<file path="config.mk">
export PLATFORM = sky130hd
export DESIGN_NAME = refmon_switch
export DESIGN_NICKNAME = d
export VERILOG_FILES = /design/src/rtl/refmon_pkg.sv /design/src/rtl/refmon_sync_edge.sv /design/src/rtl/refmon_channel.sv /design/src/rtl/refmon_select.sv /design/src/rtl/refmon_switch.sv
export SDC_FILE = /design/constraint.sdc
export NUM_CORES = 1
export LEC_CHECK = 0
export ABC_AREA = 1
export ABC_CLOCK_PERIOD_IN_PS = 4980
export BUFFER_PORTS_ARGS = -buffer_cell sky130_fd_sc_hd__buf_4
export CAP_MARGIN = 20
export CORE_ASPECT_RATIO = 1.5
export CORE_MARGIN = 3
export CORE_UTILIZATION = 60
export DETAILED_ROUTE_END_ITERATION = 10
export PLACE_DENSITY_LB_ADDON = 0.2
export SYNTH_ARGS = -nofsm -noshare
export SYNTH_HDL_FRONTEND = slang
export SYNTH_HIERARCHICAL = 1
export SYNTH_SLANG_ARGS = --single-unit
</file>
<file path="constraint.sdc">
create_clock -name clk_mon -period 4.98 [get_ports clk_mon]
set_clock_uncertainty 0.1 [all_clocks]
set_input_delay 0.498 -clock clk_mon [delete_from_list [all_inputs] [get_ports clk_mon]]
set_output_delay 0.498 -clock clk_mon [all_outputs]
set_load 0.01 [all_outputs]
</file>
<file path="src/rtl/refmon_pkg.sv">
package refmon_pkg;
  typedef enum logic {
    SEL_TRACK = 1'b0,
    SEL_HOLD  = 1'b1
  } sel_mode_e;
endpackage

</file>
<file path="src/rtl/refmon_sync_edge.sv">
module refmon_sync_edge (
  input  logic clk,
  input  logic rst_n,
  input  logic async_in,
  output logic rise_o
);
  logic [2:0] sh_q;

  always_ff @(posedge clk or negedge rst_n) begin
    if (!rst_n) sh_q <= 3'b000;
    else        sh_q <= {sh_q[1:0], async_in};
  end

  assign rise_o = sh_q[1] & ~sh_q[2];
endmodule

</file>
<file path="src/rtl/refmon_channel.sv">
module refmon_channel #(
  parameter int CNT_W  = 16,
  parameter int GOOD_W = 4
) (
  input  logic              clk,
  input  logic              rst_n,
  input  logic              edge_i,
  input  logic [CNT_W-1:0]  timeout_i,
  input  logic [GOOD_W-1:0] good_need_i,
  output logic              los_o
);
  logic [CNT_W-1:0]  cnt_q, cnt_d;
  logic [GOOD_W-1:0] good_q, good_d;
  logic              late_q, late_d;
  logic              los_q, los_d;
  logic [GOOD_W:0]   good_inc, need;

  assign good_inc = {1'b0, good_q} + 1'b1;
  assign need     = (good_need_i == '0) ? {{GOOD_W{1'b0}}, 1'b1}
                                        : {1'b0, good_need_i};

  always_comb begin
    cnt_d  = cnt_q;
    good_d = good_q;
    late_d = late_q;
    los_d  = los_q;
    if (edge_i) begin
      cnt_d  = '0;
      late_d = 1'b0;
      if (late_q) begin
        good_d = '0;
      end else if (los_q) begin
        if (good_inc >= need) begin
          los_d  = 1'b0;
          good_d = '0;
        end else begin
          good_d = good_inc[GOOD_W-1:0];
        end
      end
    end else if (cnt_q == timeout_i) begin
      late_d = 1'b1;
      los_d  = 1'b1;
      good_d = '0;
    end else begin
      cnt_d = cnt_q + 1'b1;
    end
  end

  always_ff @(posedge clk or negedge rst_n) begin
    if (!rst_n) begin
      cnt_q  <= '0;
      good_q <= '0;
      late_q <= 1'b0;
      los_q  <= 1'b1;
    end else begin
      cnt_q  <= cnt_d;
      good_q <= good_d;
      late_q <= late_d;
      los_q  <= los_d;
    end
  end

  assign los_o = los_q;
endmodule

</file>
<file path="src/rtl/refmon_select.sv">
module refmon_select
  import refmon_pkg::*;
#(
  parameter int NUM_REF = 4,
  parameter int PRIO_W  = 4,
  localparam int IDX_W  = $clog2(NUM_REF)
) (
  input  logic                      clk,
  input  logic                      rst_n,
  input  logic [NUM_REF-1:0]        los_i,
  input  logic [NUM_REF*PRIO_W-1:0] prio_i,
  input  logic                      revertive_i,
  input  logic                      manual_en_i,
  input  logic [IDX_W-1:0]          manual_sel_i,
  output logic [IDX_W-1:0]          sel_o,
  output logic                      hold_o
);
  logic [IDX_W-1:0]  cur_q, cur_d, best;
  sel_mode_e         mode_q, mode_d;
  logic [PRIO_W-1:0] best_p, cur_p;
  logic              found;

  always_comb begin
    best   = '0;
    best_p = '0;
    found  = 1'b0;
    for (int i = 0; i < NUM_REF; i++) begin
      if (!los_i[i] && (!found || prio_i[i*PRIO_W +: PRIO_W] > best_p)) begin
        best   = i[IDX_W-1:0];
        best_p = prio_i[i*PRIO_W +: PRIO_W];
        found  = 1'b1;
      end
    end
  end

  assign cur_p = prio_i[cur_q*PRIO_W +: PRIO_W];

  always_comb begin
    cur_d  = cur_q;
    mode_d = mode_q;
    if (manual_en_i) begin
      if (!los_i[manual_sel_i]) begin
        cur_d  = manual_sel_i;
        mode_d = SEL_TRACK;
      end else begin
        mode_d = SEL_HOLD;
      end
    end else if (found) begin
      if (mode_q == SEL_HOLD || los_i[cur_q]) begin
        cur_d  = best;
        mode_d = SEL_TRACK;
      end else if (revertive_i && best_p > cur_p) begin
        cur_d = best;
      end
    end else begin
      mode_d = SEL_HOLD;
    end
  end

  always_ff @(posedge clk or negedge rst_n) begin
    if (!rst_n) begin
      cur_q  <= '0;
      mode_q <= SEL_HOLD;
    end else begin
      cur_q  <= cur_d;
      mode_q <= mode_d;
    end
  end

  assign sel_o  = cur_q;
  assign hold_o = (mode_q == SEL_HOLD);
endmodule

</file>
<file path="src/rtl/refmon_switch.sv">
module refmon_switch #(
  parameter int NUM_REF = 4,
  parameter int CNT_W   = 16,
  parameter int PRIO_W  = 4,
  parameter int GOOD_W  = 4,
  localparam int IDX_W  = $clog2(NUM_REF)
) (
  input  logic                      clk_mon,
  input  logic                      rst_n,
  input  logic [NUM_REF-1:0]        ref_in,
  input  logic [NUM_REF*CNT_W-1:0]  timeout_cfg,
  input  logic [NUM_REF*PRIO_W-1:0] prio_cfg,
  input  logic [GOOD_W-1:0]         good_need,
  input  logic                      revertive,
  input  logic                      manual_en,
  input  logic [IDX_W-1:0]          manual_sel,
  input  logic [NUM_REF-1:0]        los_clr,
  output logic [IDX_W-1:0]          sel_idx,
  output logic                      holdover,
  output logic [NUM_REF-1:0]        los,
  output logic                      irq_n
);
  logic [1:0]         rst_sh_q;
  logic               rst_l;
  logic [NUM_REF-1:0] rise, los_w, los_q, sticky_q, sticky_d;

  always_ff @(posedge clk_mon or negedge rst_n) begin
    if (!rst_n) rst_sh_q <= 2'b00;
    else        rst_sh_q <= {rst_sh_q[0], 1'b1};
  end
  assign rst_l = rst_sh_q[1];

  for (genvar g = 0; g < NUM_REF; g++) begin : g_ch
    refmon_sync_edge u_sync (
      .clk      (clk_mon),
      .rst_n    (rst_l),
      .async_in (ref_in[g]),
      .rise_o   (rise[g])
    );
    refmon_channel #(.CNT_W(CNT_W), .GOOD_W(GOOD_W)) u_chan (
      .clk         (clk_mon),
      .rst_n       (rst_l),
      .edge_i      (rise[g]),
      .timeout_i   (timeout_cfg[g*CNT_W +: CNT_W]),
      .good_need_i (good_need),
      .los_o       (los_w[g])
    );
  end

  refmon_select #(.NUM_REF(NUM_REF), .PRIO_W(PRIO_W)) u_sel (
    .clk          (clk_mon),
    .rst_n        (rst_l),
    .los_i        (los_w),
    .prio_i       (prio_cfg),
    .revertive_i  (revertive),
    .manual_en_i  (manual_en),
    .manual_sel_i (manual_sel),
    .sel_o        (sel_idx),
    .hold_o       (holdover)
  );

  assign sticky_d = (sticky_q & ~los_clr) | (los_w & ~los_q);

  always_ff @(posedge clk_mon or negedge rst_l) begin
    if (!rst_l) begin
      los_q    <= '1;
      sticky_q <= '0;
    end else begin
      los_q    <= los_w;
      sticky_q <= sticky_d;
    end
  end

  assign los   = los_w;
  assign irq_n = ~|sticky_q;
endmodule

</file>
======== Word level (Yosys, flattened, before mapping) ========
Index checks and enable logic that the tools add are counted.
Widths: inputs -> output; s select.
cells by class
  add/sub/neg operators ................... 8
  magnitude comparators ................... 10
  equal/unequal tests ..................... 18
  shift operators ......................... 1
  multiplexer cells ....................... 77
  bitwise operators ....................... 13
  reductions and logical operators ........ 31
operators with widths
  kind                   number
  $mux 16                8
  $mux 4                 25
  $add 16x1->16 const B  4
  $eq 16x16->1           4
  $mux 1                 35
  $add 4x1->5 const B    4
  $gt 4x4->1             4
  $reduce_and 2->1       8
  $shiftx 16x5->4        1
  $ge 5x5->1             3
  $ne 3x3->1 const B     5
  $mux 2                 7
  $ne 2x2->1 const B     5
  $reduce_bool 2->1      5
  $and 4x4->4            2
  $ne 2x1->1 const B     4
  $not 4->4              2
  $logic_not 1->1        6
  $lt 2x3->1 const B     2
  $ge 5x4->1             1
  $and 1x1->1            4
  $bmux 1 s2             2
  $logic_and 1x1->1      4
  $logic_not 4->1        1
  6 further kinds        12
storage, ports and cells
  register bits after elaboration ......... 113
  input bits .............................. 98
  output and inout bits ................... 8
  word-level logic and storage cells ...... 183

======== Longest topological paths before layout ========
Gate-level depths: netlist of the first run.
  word-level depth ........................ 19
  mapped depth ............................ 47
  gate-level depth less buffers ........... 47

======== Cells and area by module ========
Netlist of the first run, hierarchy kept.
by module, submodules not included
  module            times used  cells each  area each (um^2)  sequential area each (um^2)
  refmon_channel    4           289         1773.0            551.8
  refmon_select     1           190         1021.0            76.3
  refmon_sync_edge  4           5           85.1              75.1
  refmon_switch     1           30          335.3             255.2

======== Worst setup path after synthesis of the first run ========
Ideal clock, no wire load.
  path kind ............................... register to register
  start point ............................. register g_ch[0].u_chan.los_q
  end point ............................... register u_sel.cur_q[1], in the netlist u_sel/sel_o[1]
  setup time .............................. 117 ps
  arrival ................................. 4264 ps
  data required time ...................... 4763 ps
  path slack .............................. 498 ps
  cell stages (with the launch flop) ...... 44
  path buffers ............................ 0
  period minus slack after synthesis ...... 4482 ps
  cells stage by stage .................... dfstp_2 -> nor2_1 -> inv_1 -> ha_1 -> nand2_1 -> inv_2 -> nand2_1 -> nand2_1 -> nand2_1 -> nand2_2 -> nand2_1 -> nand2_1 -> nand2_1 -> inv_1 -> ha_1 -> nand2_1 -> inv_2 -> nand2_1 -> (+8 left out) -> nand2_1 -> inv_1 -> nand2_1 -> nand2_1 -> nand2_1 -> nand2_1 -> nand2_2 -> clkinv_1 -> nand2_1 -> nand2_1 -> ha_1 -> nand2_1 -> o21ai_0 -> nand3_1 -> a21oi_4 -> inv_2 -> nand2_1 -> nand2_1
between the ends
  longest elaborated chain between the ends .. 17
  elaborated cells between the ends (all ways) .. 36
  classes of those cells .................. order compare: 4; eq/ne: 1; mux: 18; reduce/logical: 13
RTL lines
  item                                                          line                                      source
  start, declared                                               refmon_channel.sv:15                      logic los_q, los_d;
  start signal, assigned                                        refmon_channel.sv:59                      los_q <= los_d;
  $mux 4                                                        refmon_select.sv:28                       if (!los_i[i] && (!found || prio_i[i*PRIO_W +: PRIO_W] > best_p)) begin
  $gt 4x4->1                                                    refmon_select.sv:28
  $logic_or 1x1->1                                              refmon_select.sv:28
  $logic_and 1x1->1                                             refmon_select.sv:28
  $mux 4 / $mux 1 (equally long branches)                       refmon_select.sv:28
  $gt 4x4->1 / $logic_not 1->1 (equally long branches)          refmon_select.sv:28
  $logic_or 1x1->1                                              refmon_select.sv:28
  $logic_and 1x1->1                                             refmon_select.sv:28
  $mux 4 / $mux 1 (equally long branches)                       refmon_select.sv:28
  $gt 4x4->1 / $logic_not 1->1 (equally long branches)          refmon_select.sv:28
  $logic_or 1x1->1                                              refmon_select.sv:28
  $logic_and 1x1->1                                             refmon_select.sv:28
  $mux 4 / $mux 2 (equally long branches)                       refmon_select.sv:28
  $gt 4x4->1 / $mux 2 (equally long branches)                   refmon_select.sv:52                       end else if (revertive_i && best_p > cur_p) begin
  $logic_and 1x1->1 / $mux 2 (equally long branches)            refmon_select.sv:52, refmon_select.sv:49
  $reduce_bool 3->1 (no line) / $mux 2 (equally long branches)  --
  $reduce_and 3->1 (no line) / $mux 2 (equally long branches)   --
  end signal, assigned                                          refmon_select.sv:65                       cur_q <= cur_d;
  end, declared                                                 refmon_select.sv:18                       logic [IDX_W-1:0] cur_q, cur_d, best;
Parallel ways exist; a longest one is shown, timed or not. The select of a mux whose other input is x is not followed.
A chain may end at the register's enable or synchronous reset.

======== Worst setup path in the final report of the first run ========
  start point ............................. register g_ch[0].u_chan.los_q
  end point ............................... register u_sel.cur_q[0], in the netlist u_sel/sel_o[0]
Same word-level chain as after synthesis.

==> results.ini, run 1 <==
[pwr]
combPwrFrac = 0.379
clkPwrFrac = 0.311
sw_frac_of_total = 0.373
power.switching_w = 0.00151
power.density_nw_per_um2 = 388
internal-power_w = 0.00254
seqPwrFrac = 0.310
ir_worst_vdd_mv = 0.260
power_w = 0.00405
p_leak_nw = 5.71

[synth]
synth.area.mux_share = 0
yosysWarningCount = 6
synth_top_family_by_area = simple AND/OR/NAND/NOR gates
synth_cell_types = 32
yosys.area.top_type = dfrtp_1
yosys.area_share.xor_xnor = 0.0120
ys_ff_latch = 113
seq_area_frac_synth = 0.323
syn_nets = 1534
syn_avg_cell_area_um2 = 6.30
synth.area.top_cells = dfrtp_1 30%, nand2_1 22%, inv_1 9.5%, nand3_1 8.8%, ha_1 5.7%
synth_compound_area_frac = 0.0373
synth-simple-area-share = 0.451
syn_inst = 1396
synth_area_um2 = 8790
synthAdderAreaFrac = 0.0569
synth_top_area_frac = 0.296

[finish]
final_common_cell = nand2_1
drive_gt1_frac = 0.140
layout_common_cells = 507 x nand2_1, 223 x inv_1, 154 x nand3_1
fin_cells = 1704
nFillCells = 1242
diodes = 0
fin_nets = 1637
areaGrowthSynthToFinish_pct = 18.7

[placement]
dp_cells = 1669
place_congestion = 0.962
hpwl_um = 16300
dp_slack_ns = -0.0959
io_buffers = 105

[routing]
postRouteAntennaNets = 0
wire_per_inst_um = 13.1
drc_errors = 0
vias_per_cell = 5.42
routed_wl_um = 22400
dr.pass1.iters = 6
met1_length_um = 8650
route.vias.total = 9237
wl_met2_um = 12100
dr.max_layer_used = met4
wl_met3_um = 764
first_iter_violations = 522

[clock_network]
cts-root-buf = clkbuf_16
ctsLongestPathBuffers = 2
worstSkewPairLatency_ns = 0.41
clk_pin_slew_worst_paths_ns = 0.05
cts_tree = built
cts_inserted_buffers = 17
h-tree-depth = 4
clock_sinks = 113

[critical_path]
arrival_ns = 4.85
cp_top_family = simple AND/OR/NAND/NOR gates
cpPeakStageDelay_ns = 0.56
startpoint_type = flop
critPathSlowestCell = dfstp_2
crit_top_cell = nand2_1
crit_path_end_kind = flop
crit_required_ns = 5.17
critPathBufInv = 5
setup.worst_path.class = reg2reg
cp_max_fo = 8

[die]
die_x_um = 105
fp-row-count = 53
die-area_um2 = 16200
ios = 106
die_y_um = 154
core_area_um2 = 14200
start_util = 0.619

[timing]
tns_ns = 0
final-hold-violation-count = 0
max_clock_freq_ghz = 0.214
layout_setup_ws_ns = 0.317
min_period_ns = 4.66
tightest_slew_ns = 1.02
maxSlewHeadroom = 0.318
finalSetupViolCount = 0
min_period_over_period = 0.936
drv_slew = 0

[grt]
grt_max_degree = 74
overflow = 0
grt_pass1_wl_um = 38000
grt_usage = 0.281
first_global_vias = 8796
antenna_found_initial = 0

[status]
status = finished, final reports clean

[run]
cap_violations = 0

[worst_hold_path]
min_path_type = in2reg

## worst paths after layout
path	startpoint	end	slack (ns)	cells after the start
setup / recovery	g_ch[0].u_chan/los_o	u_sel/sel_o[0]	0.32	42
hold reg to reg	g_ch[3].u_sync/sh_q[0]	g_ch[3].u_sync/sh_q[1]	0.25	0
setup reg to reg	g_ch[0].u_chan/los_o	u_sel/sel_o[0]	0.32	42
max in group asynchronous	rst_sh_q[1]	u_sel/hold_o	3.31	1
hold / removal	ref_in[2]	g_ch[2].u_sync/sh_q[0]	0.09	1
min in group asynchronous	rst_n	rst_sh_q[1]	0.32	2
## kinds of logic after synthesis
family                     count (synthesis)
adders and majority gates                 40
buffers and inverters                    258
AOI/OAI and AO/OA                         59
xor gates and xnor gates                  12
DFF                                      113
and+or+nand+nor                          913
other                                      1
## area by class of cell
cell class | instances | area [um2] | share of cell area
clock buffer | 20 | 447 | 0.0428
timing repair buffer | 110 | 828 | 0.0794
sequential | 113 | 2840 | 0.272
inverter | 232 | 871 | 0.0835
tap | 192 | 240 | 0.0230
multi-input combinational | 1025 | 5040 | 0.483
clock inverter | 12 | 164 | 0.0157
## cell usage after synthesis
library cell,n
or2_2,4
nand3b_1,4
or2_1,1
a31o_2,4
o211ai_1,1
nand2_2,7
nor2_1,105
nor2_2,12
a21oi_1,26
xnor2_1,4
conb_1,1
nor4_1,4
o21ai_0,20
inv_1,223
a21oi_2,1
buf_2,14
nand4_1,77
nand2_4,4
clkinv_1,1
buf_6,8
inv_2,8
nand3_1,155
xor2_1,8
nor3_1,24
dfstp_2,9
o21ai_1,6
nand2_1,515
ha_1,40
dfrtp_1,104
and3_4,1
a21oi_4,1
buf_1,4
## registers in the layout, indices dropped and copies added, names as in the netlist
name and count:
u_sel/sel_o 2, g_ch.u_sync/sh_q 12, u_sel/hold_o 1, sticky_q 4, rst_sh_q 2, g_ch.u_chan/late_q 4
g_ch.u_chan/cnt_q 64, g_ch.u_chan/good_q 16, g_ch.u_chan/los_o 4, los_q 4
## power by group through the flow
stage	Combinational (W)	Sequential (W)	Clock, W
floorplan	0.000997	0.00122	0
global placement	0.00129	0.00126	0
detailed placement	0.00134	0.00126	0
CTS	0.00135	0.00125	0.00128
global route	0.00175	0.00128	0.00133
finish	0.00153	0.00125	0.00126
## metal layers
| metal | GRT usage | up-vias |
|---|---|---|
| li1 | - | 4648 |
| met1 | 0.307 | 4223 |
| met2 | 0.523 | 281 |
| met3 | 0.0330 | 85 |
| met4 | 0.151 | 0 |
| met5 | 0 | - |
## per-stage QoR
stage | area (um2) | util | hold slack (ns)
3_5_place_dp | 9660 | 0.681 | 0.181
3_3_place_gp | 9660 | 0.681 | 0.181
2_1_floorplan | 8790 | - | 0.102
4_1_cts | 10300 | 0.724 | 0.0821
6_report | 10400 | 0.735 | 0.0927
5_1_grt | 10400 | 0.735 | 0.0837
## repair_timing
action,in CTS,in global routing
setup endpoints to repair,0,2
setup buffers,0,2
hold buffers,1,0
resized for setup,0,24
endpoints found under the hold margin,2,0
No activity file was read; power rests on OpenSTA's default activity.
==> inputs of run 2 (changes only) <==
--- a/config.mk
+++ b/config.mk
@@ -9,9 +9,11 @@
 export ABC_CLOCK_PERIOD_IN_PS = 4980
 export BUFFER_PORTS_ARGS = -buffer_cell sky130_fd_sc_hd__buf_4
 export CAP_MARGIN = 20
+export CELL_PAD_IN_SITES_DETAIL_PLACEMENT = 1
+export CELL_PAD_IN_SITES_GLOBAL_PLACEMENT = 1
 export CORE_ASPECT_RATIO = 1.5
 export CORE_MARGIN = 3
-export CORE_UTILIZATION = 60
+export CORE_UTILIZATION = 42
 export DETAILED_ROUTE_END_ITERATION = 10
 export PLACE_DENSITY_LB_ADDON = 0.2
 export SYNTH_ARGS = -nofsm -noshare
==> results.ini, run 2 (synthesis gave the netlist of run 1 again) <==
[critical_path]
cp_top_family = simple AND/OR/NAND/NOR gates
crit_required_ns = 5.18
cp.depth = 42
reg2reg_depth = 42
crit_path_end_kind = flop
cpPeakStageDelay_ns = 0.65
critPathSlowestCell = dfstp_2
cp_max_fo = 7
startpoint_type = flop
setup.worst_path.class = reg2reg
arrival_ns = 5.31
critPathBufInv = 7
crit_top_cell = nand2_1

[timing]
layout_setup_ws_ns = -0.126
maxSlewHeadroom = 0.300
final-hold-violation-count = 0
tightest_slew_ns = 1.05
max_clock_freq_ghz = 0.196
rsz0062_at_grt = true
fin_hold_ws_ns = 0.0838
min_period_over_period = 1.03
finalSetupViolCount = 2
drv_slew = 0
min_period_ns = 5.11

[grt]
grt_pass1_wl_um = 44600
first_global_vias = 9782
overflow = 0
grt_usage = 0.241
grt_max_degree = 53
antenna_found_initial = 0

[finish]
regMostFlops = g_ch.u_chan/cnt_q
areaGrowthSynthToFinish_pct = 25.0
drive_gt1_frac = 0.182
stdcell_area_um2 = 11000
final_common_cell = nand2_1
layout_common_cells = 486 x nand2_1, 214 x inv_1, 142 x nand3_1
fin_cells = 1786
largest_register_ffs = 64
largestRegisters = g_ch.u_chan/cnt_q: 64 flops, g_ch.u_chan/good_q: 16 flops, g_ch.u_sync/sh_q: 12 flops
fin_nets = 1647
diodes = 0

[pwr]
internal-power_w = 0.00288
seqPwrFrac = 0.266
power.density_nw_per_um2 = 432
clkPwrFrac = 0.300
combPwrFrac = 0.434
power.switching_w = 0.00187
sw_frac_of_total = 0.394
p_leak_nw = 5.85
ir_worst_vdd_mv = 0.212

[clock_network]
clock_sinks = 113
cts_tree = built
h-tree-depth = 4
ctsLongestPathBuffers = 2
clk_pin_slew_worst_paths_ns = 0.05
cts-root-buf = clkbuf_16
worstSkewPairLatency_ns = 0.42
cts_inserted_buffers = 17

[worst_hold_path]
hold_path_depth = 1
min_path_type = in2reg

[placement]
placed_area_um2 = 9760
io_buffers = 105
dp_cells = 1742
hpwl_um = 20100
place_congestion = 0.821

[die]
core_area_um2 = 20500
die_y_um = 183
start_util = 0.429
die-area_um2 = 22700
ios = 106
die_x_um = 124
fp-row-count = 64

[status]
status = finished with violations
violations = negative setup slack

[routing]
vias_per_cell = 5.34
dr.pass1.iters = 5
postRouteAntennaNets = 0
first_iter_violations = 441
routed_wl_um = 29100
wire_per_inst_um = 16.3
route.vias.total = 9545
drc_errors = 0

[run]
cap_violations = 0

## run 2: worst register-to-register path, delay by kind of cell (launching register included)
family                     cells  cell delay (ns)
and+or+nand+nor               27             2.30
adders and majority gates      4             0.87
DFF                            1             0.65
AOI/OAI and AO/OA              4             0.54
buffers and inverters          7             0.52
## run 2: layer usage
layer	up-vias	share of wire	GRT usage	wire length, um
li1	4644	-	-	-
met1	4648	0.38	0.254	11000
met2	188	0.56	0.461	16400
met3	65	0.025	0.0380	736
met4	0	0.033	0.106	966
met5	-	0	0	0
## run 2: final cells by class
cell class	instances	area [um2]
flip-flops and latches	113	2840
well taps	264	330
fillers	2788	9520
inverters	232	873
clock inverters	10	204
repair buffers	120	927
clock buffers	22	474
multi-input cells	1025	5330
## run 2: path summary, 6_finish.rpt
path / start / to / slack [ns]
min reg2reg: rst_sh_q[1] / g_ch[3].u_chan/cnt_q[7] / 0.19
min in group asynchronous: rst_sh_q[1] / g_ch[3].u_chan/cnt_q[7] / 0.19
max: g_ch[0].u_chan/los_o / u_sel/sel_o[0] / -0.13
max reg2reg: g_ch[0].u_chan/los_o / u_sel/sel_o[0] / -0.13
min: ref_in[3] / g_ch[3].u_sync/sh_q[0] / 0.08
max in group asynchronous: rst_sh_q[1] / sticky_q[2] / 3.52
## run 2: repair_timing
action	4_1_cts	5_1_grt
pin swaps	2	45
endpoints found under the hold margin	2	0
gates resized for setup	5	92
hold buffers	1	0
setup buffers	1	9
endpoints found under the setup margin	2	2
## run 2: stage by stage
stage	TNS [ns]	total power [W]	util	setup WS, ns
finish	-0.249	0.00475	0.536	-0.126
global route	-0.751	0.00504	0.536	-0.377
CTS	0	0.00415	0.511	0.0117
detailed placement	-0.647	0.00268	0.476	-0.330
global placement	0	0.00259	0.476	0.0333
floorplan	0	0.00222	-	0.498
## run 2: power groups by stage
| stage | Combinational, W | Sequential (W) | Clock, W |
|---|---|---|---|
| 2_1_floorplan | 0.000997 | 0.00122 | 0 |
| 3_3_place_gp | 0.00133 | 0.00127 | 0 |
| 3_5_place_dp | 0.00141 | 0.00127 | 0 |
| 4_1_cts | 0.00145 | 0.00125 | 0.00145 |
| 5_1_grt | 0.00227 | 0.00129 | 0.00149 |
| 6_report | 0.00206 | 0.00126 | 0.00142 |
==> inputs of run 3 (changes only) <==
--- a/config.mk
+++ b/config.mk
@@ -13,7 +13,7 @@
 export CELL_PAD_IN_SITES_GLOBAL_PLACEMENT = 1
 export CORE_ASPECT_RATIO = 1.5
 export CORE_MARGIN = 3
-export CORE_UTILIZATION = 42
+export CORE_UTILIZATION = 38
 export DETAILED_ROUTE_END_ITERATION = 10
 export PLACE_DENSITY_LB_ADDON = 0.2
 export SYNTH_ARGS = -nofsm -noshare
==> results.ini, run 3 (synthesis gave the netlist of run 1 again) <==
[die]
fp-row-count = 67
start_util = 0.390
die_y_um = 192
core_area_um2 = 22600
die-area_um2 = 25000
ios = 106
die_x_um = 130

[finish]
largest_register_ffs = 64
largestRegisters = g_ch.u_chan/cnt_q: 64 flops, g_ch.u_chan/good_q: 16 flops, g_ch.u_sync/sh_q: 12 flops
areaGrowthSynthToFinish_pct = 21.2
layout_common_cells = 489 x nand2_1, 216 x inv_1, 152 x nand3_1
final_common_cell = nand2_1
regMostFlops = g_ch.u_chan/cnt_q
fin_nets = 1642
fin_cells = 1793
stdcell_area_um2 = 10700
diodes = 0
drive_gt1_frac = 0.163

[grt]
antenna_found_initial = 0
first_global_vias = 9767
grt_usage = 0.218
overflow = 0
grt_max_degree = 58
grt_pass1_wl_um = 44600

[timing]
min_period_over_period = 0.940
max_clock_freq_ghz = 0.214
final-hold-violation-count = 0
drv_slew = 0
maxSlewHeadroom = 0.301
tightest_slew_ns = 1.05
min_period_ns = 4.68
finalSetupViolCount = 0

[clock_network]
cts_tree = built
clk_pin_slew_worst_paths_ns = 0.05
cts-root-buf = clkbuf_16
cts_inserted_buffers = 17
h-tree-depth = 4
ctsLongestPathBuffers = 2
clock_sinks = 113
worstSkewPairLatency_ns = 0.41

[pwr]
clkPwrFrac = 0.283
power.switching_w = 0.00166
seqPwrFrac = 0.301
p_leak_nw = 5.73
power_w = 0.00420
power.density_nw_per_um2 = 395
internal-power_w = 0.00255
sw_frac_of_total = 0.394
combPwrFrac = 0.416
ir_worst_vdd_mv = 0.224

[critical_path]
crit_path_end_kind = flop
cpPeakStageDelay_ns = 0.65
critPathBufInv = 6
cp_max_fo = 7
setup.worst_path.class = reg2reg
startpoint_type = flop
cp_top_family = simple AND/OR/NAND/NOR gates
critPathSlowestCell = dfstp_2
arrival_ns = 4.89
crit_top_cell = nand2_2
crit_required_ns = 5.18

[placement]
hpwl_um = 20300
dp_cells = 1753
placed_area_um2 = 9770
io_buffers = 105
place_congestion = 0.844

[routing]
postRouteAntennaNets = 0
vias_per_cell = 5.19
first_iter_violations = 312
drc_errors = 0
routed_wl_um = 26900
dr.pass1.iters = 4
wire_per_inst_um = 15.0
route.vias.total = 9312

[worst_hold_path]
min_path_type = in2reg

[status]
status = finished, final reports clean

[run]
cap_violations = 0

## run 3: worst paths after layout
kind,from,end,slack (ns),depth (start not counted)
max,g_ch[0].u_chan/los_o,u_sel/sel_o[0],0.30,42
min,ref_in[3],g_ch[3].u_sync/sh_q[0],0.09,1
max reg2reg,g_ch[0].u_chan/los_o,u_sel/sel_o[0],0.30,42
min reg2reg,g_ch[1].u_sync/sh_q[0],g_ch[1].u_sync/sh_q[1],0.24,0
max in group asynchronous,rst_sh_q[1],sticky_q[1],3.22,1
min in group asynchronous,rst_n,rst_sh_q[0],0.30,2
## run 3: power groups by stage
stage / clock network (W) / registers (W) / logic (W)
3_5_place_dp: 0 / 0.00128 / 0.00141
6_report: 0.00119 / 0.00127 / 0.00175
5_1_grt: 0.00126 / 0.00130 / 0.00199
3_3_place_gp: 0 / 0.00127 / 0.00133
2_1_floorplan: 0 / 0.00122 / 0.000997
4_1_cts: 0.00122 / 0.00126 / 0.00142
## run 3: through the flow
step / setup TNS [ns] / worst slack [ns] / hold slack [ns] / util
floorplan: 0 / 0.498 / 0.102 / -
global placement: -0.122 / -0.0632 / 0.181 / 0.433
detailed placement: -0.522 / -0.261 / 0.183 / 0.433
CTS: 0 / 0.0120 / 0.0671 / 0.459
global route: -0.148 / -0.0779 / 0.0624 / 0.472
finish: 0 / 0.297 / 0.0890 / 0.472
## run 3: layer usage
metal | share of wire | global-route usage
met4 | 0.028 | 0.0872
met5 | 0 | 0
met3 | 0.022 | 0.0296
met2 | 0.56 | 0.425
met1 | 0.39 | 0.229
## run 3: timing repair
action	CTS	global route
resized for setup	1	62
hold endpoints to repair	2	0
endpoints found under the setup margin	2	2
pin swaps	0	26
hold buffers	1	0
buffers inserted	0	7
## run 3: worst register-to-register path: cells and delay by family, from the launching register on
family          cells  cell delay, ns
simple gates       30            2.28
fa+ha+maj           4            0.98
flops               1            0.65
buf+inv             6            0.31
compound gates      2            0.28
## run 3: layout make-up
cell class                      instances  area, um2
Fill cell                            3048      11900
Multi-Input combinational cell       1025       5150
Sequential cell                       113       2840
Inverter                              232        873
Timing Repair Buffer                  115        866
Clock buffer                           26        519
Tap cell                              276        345
Clock inverter                          6       55.1
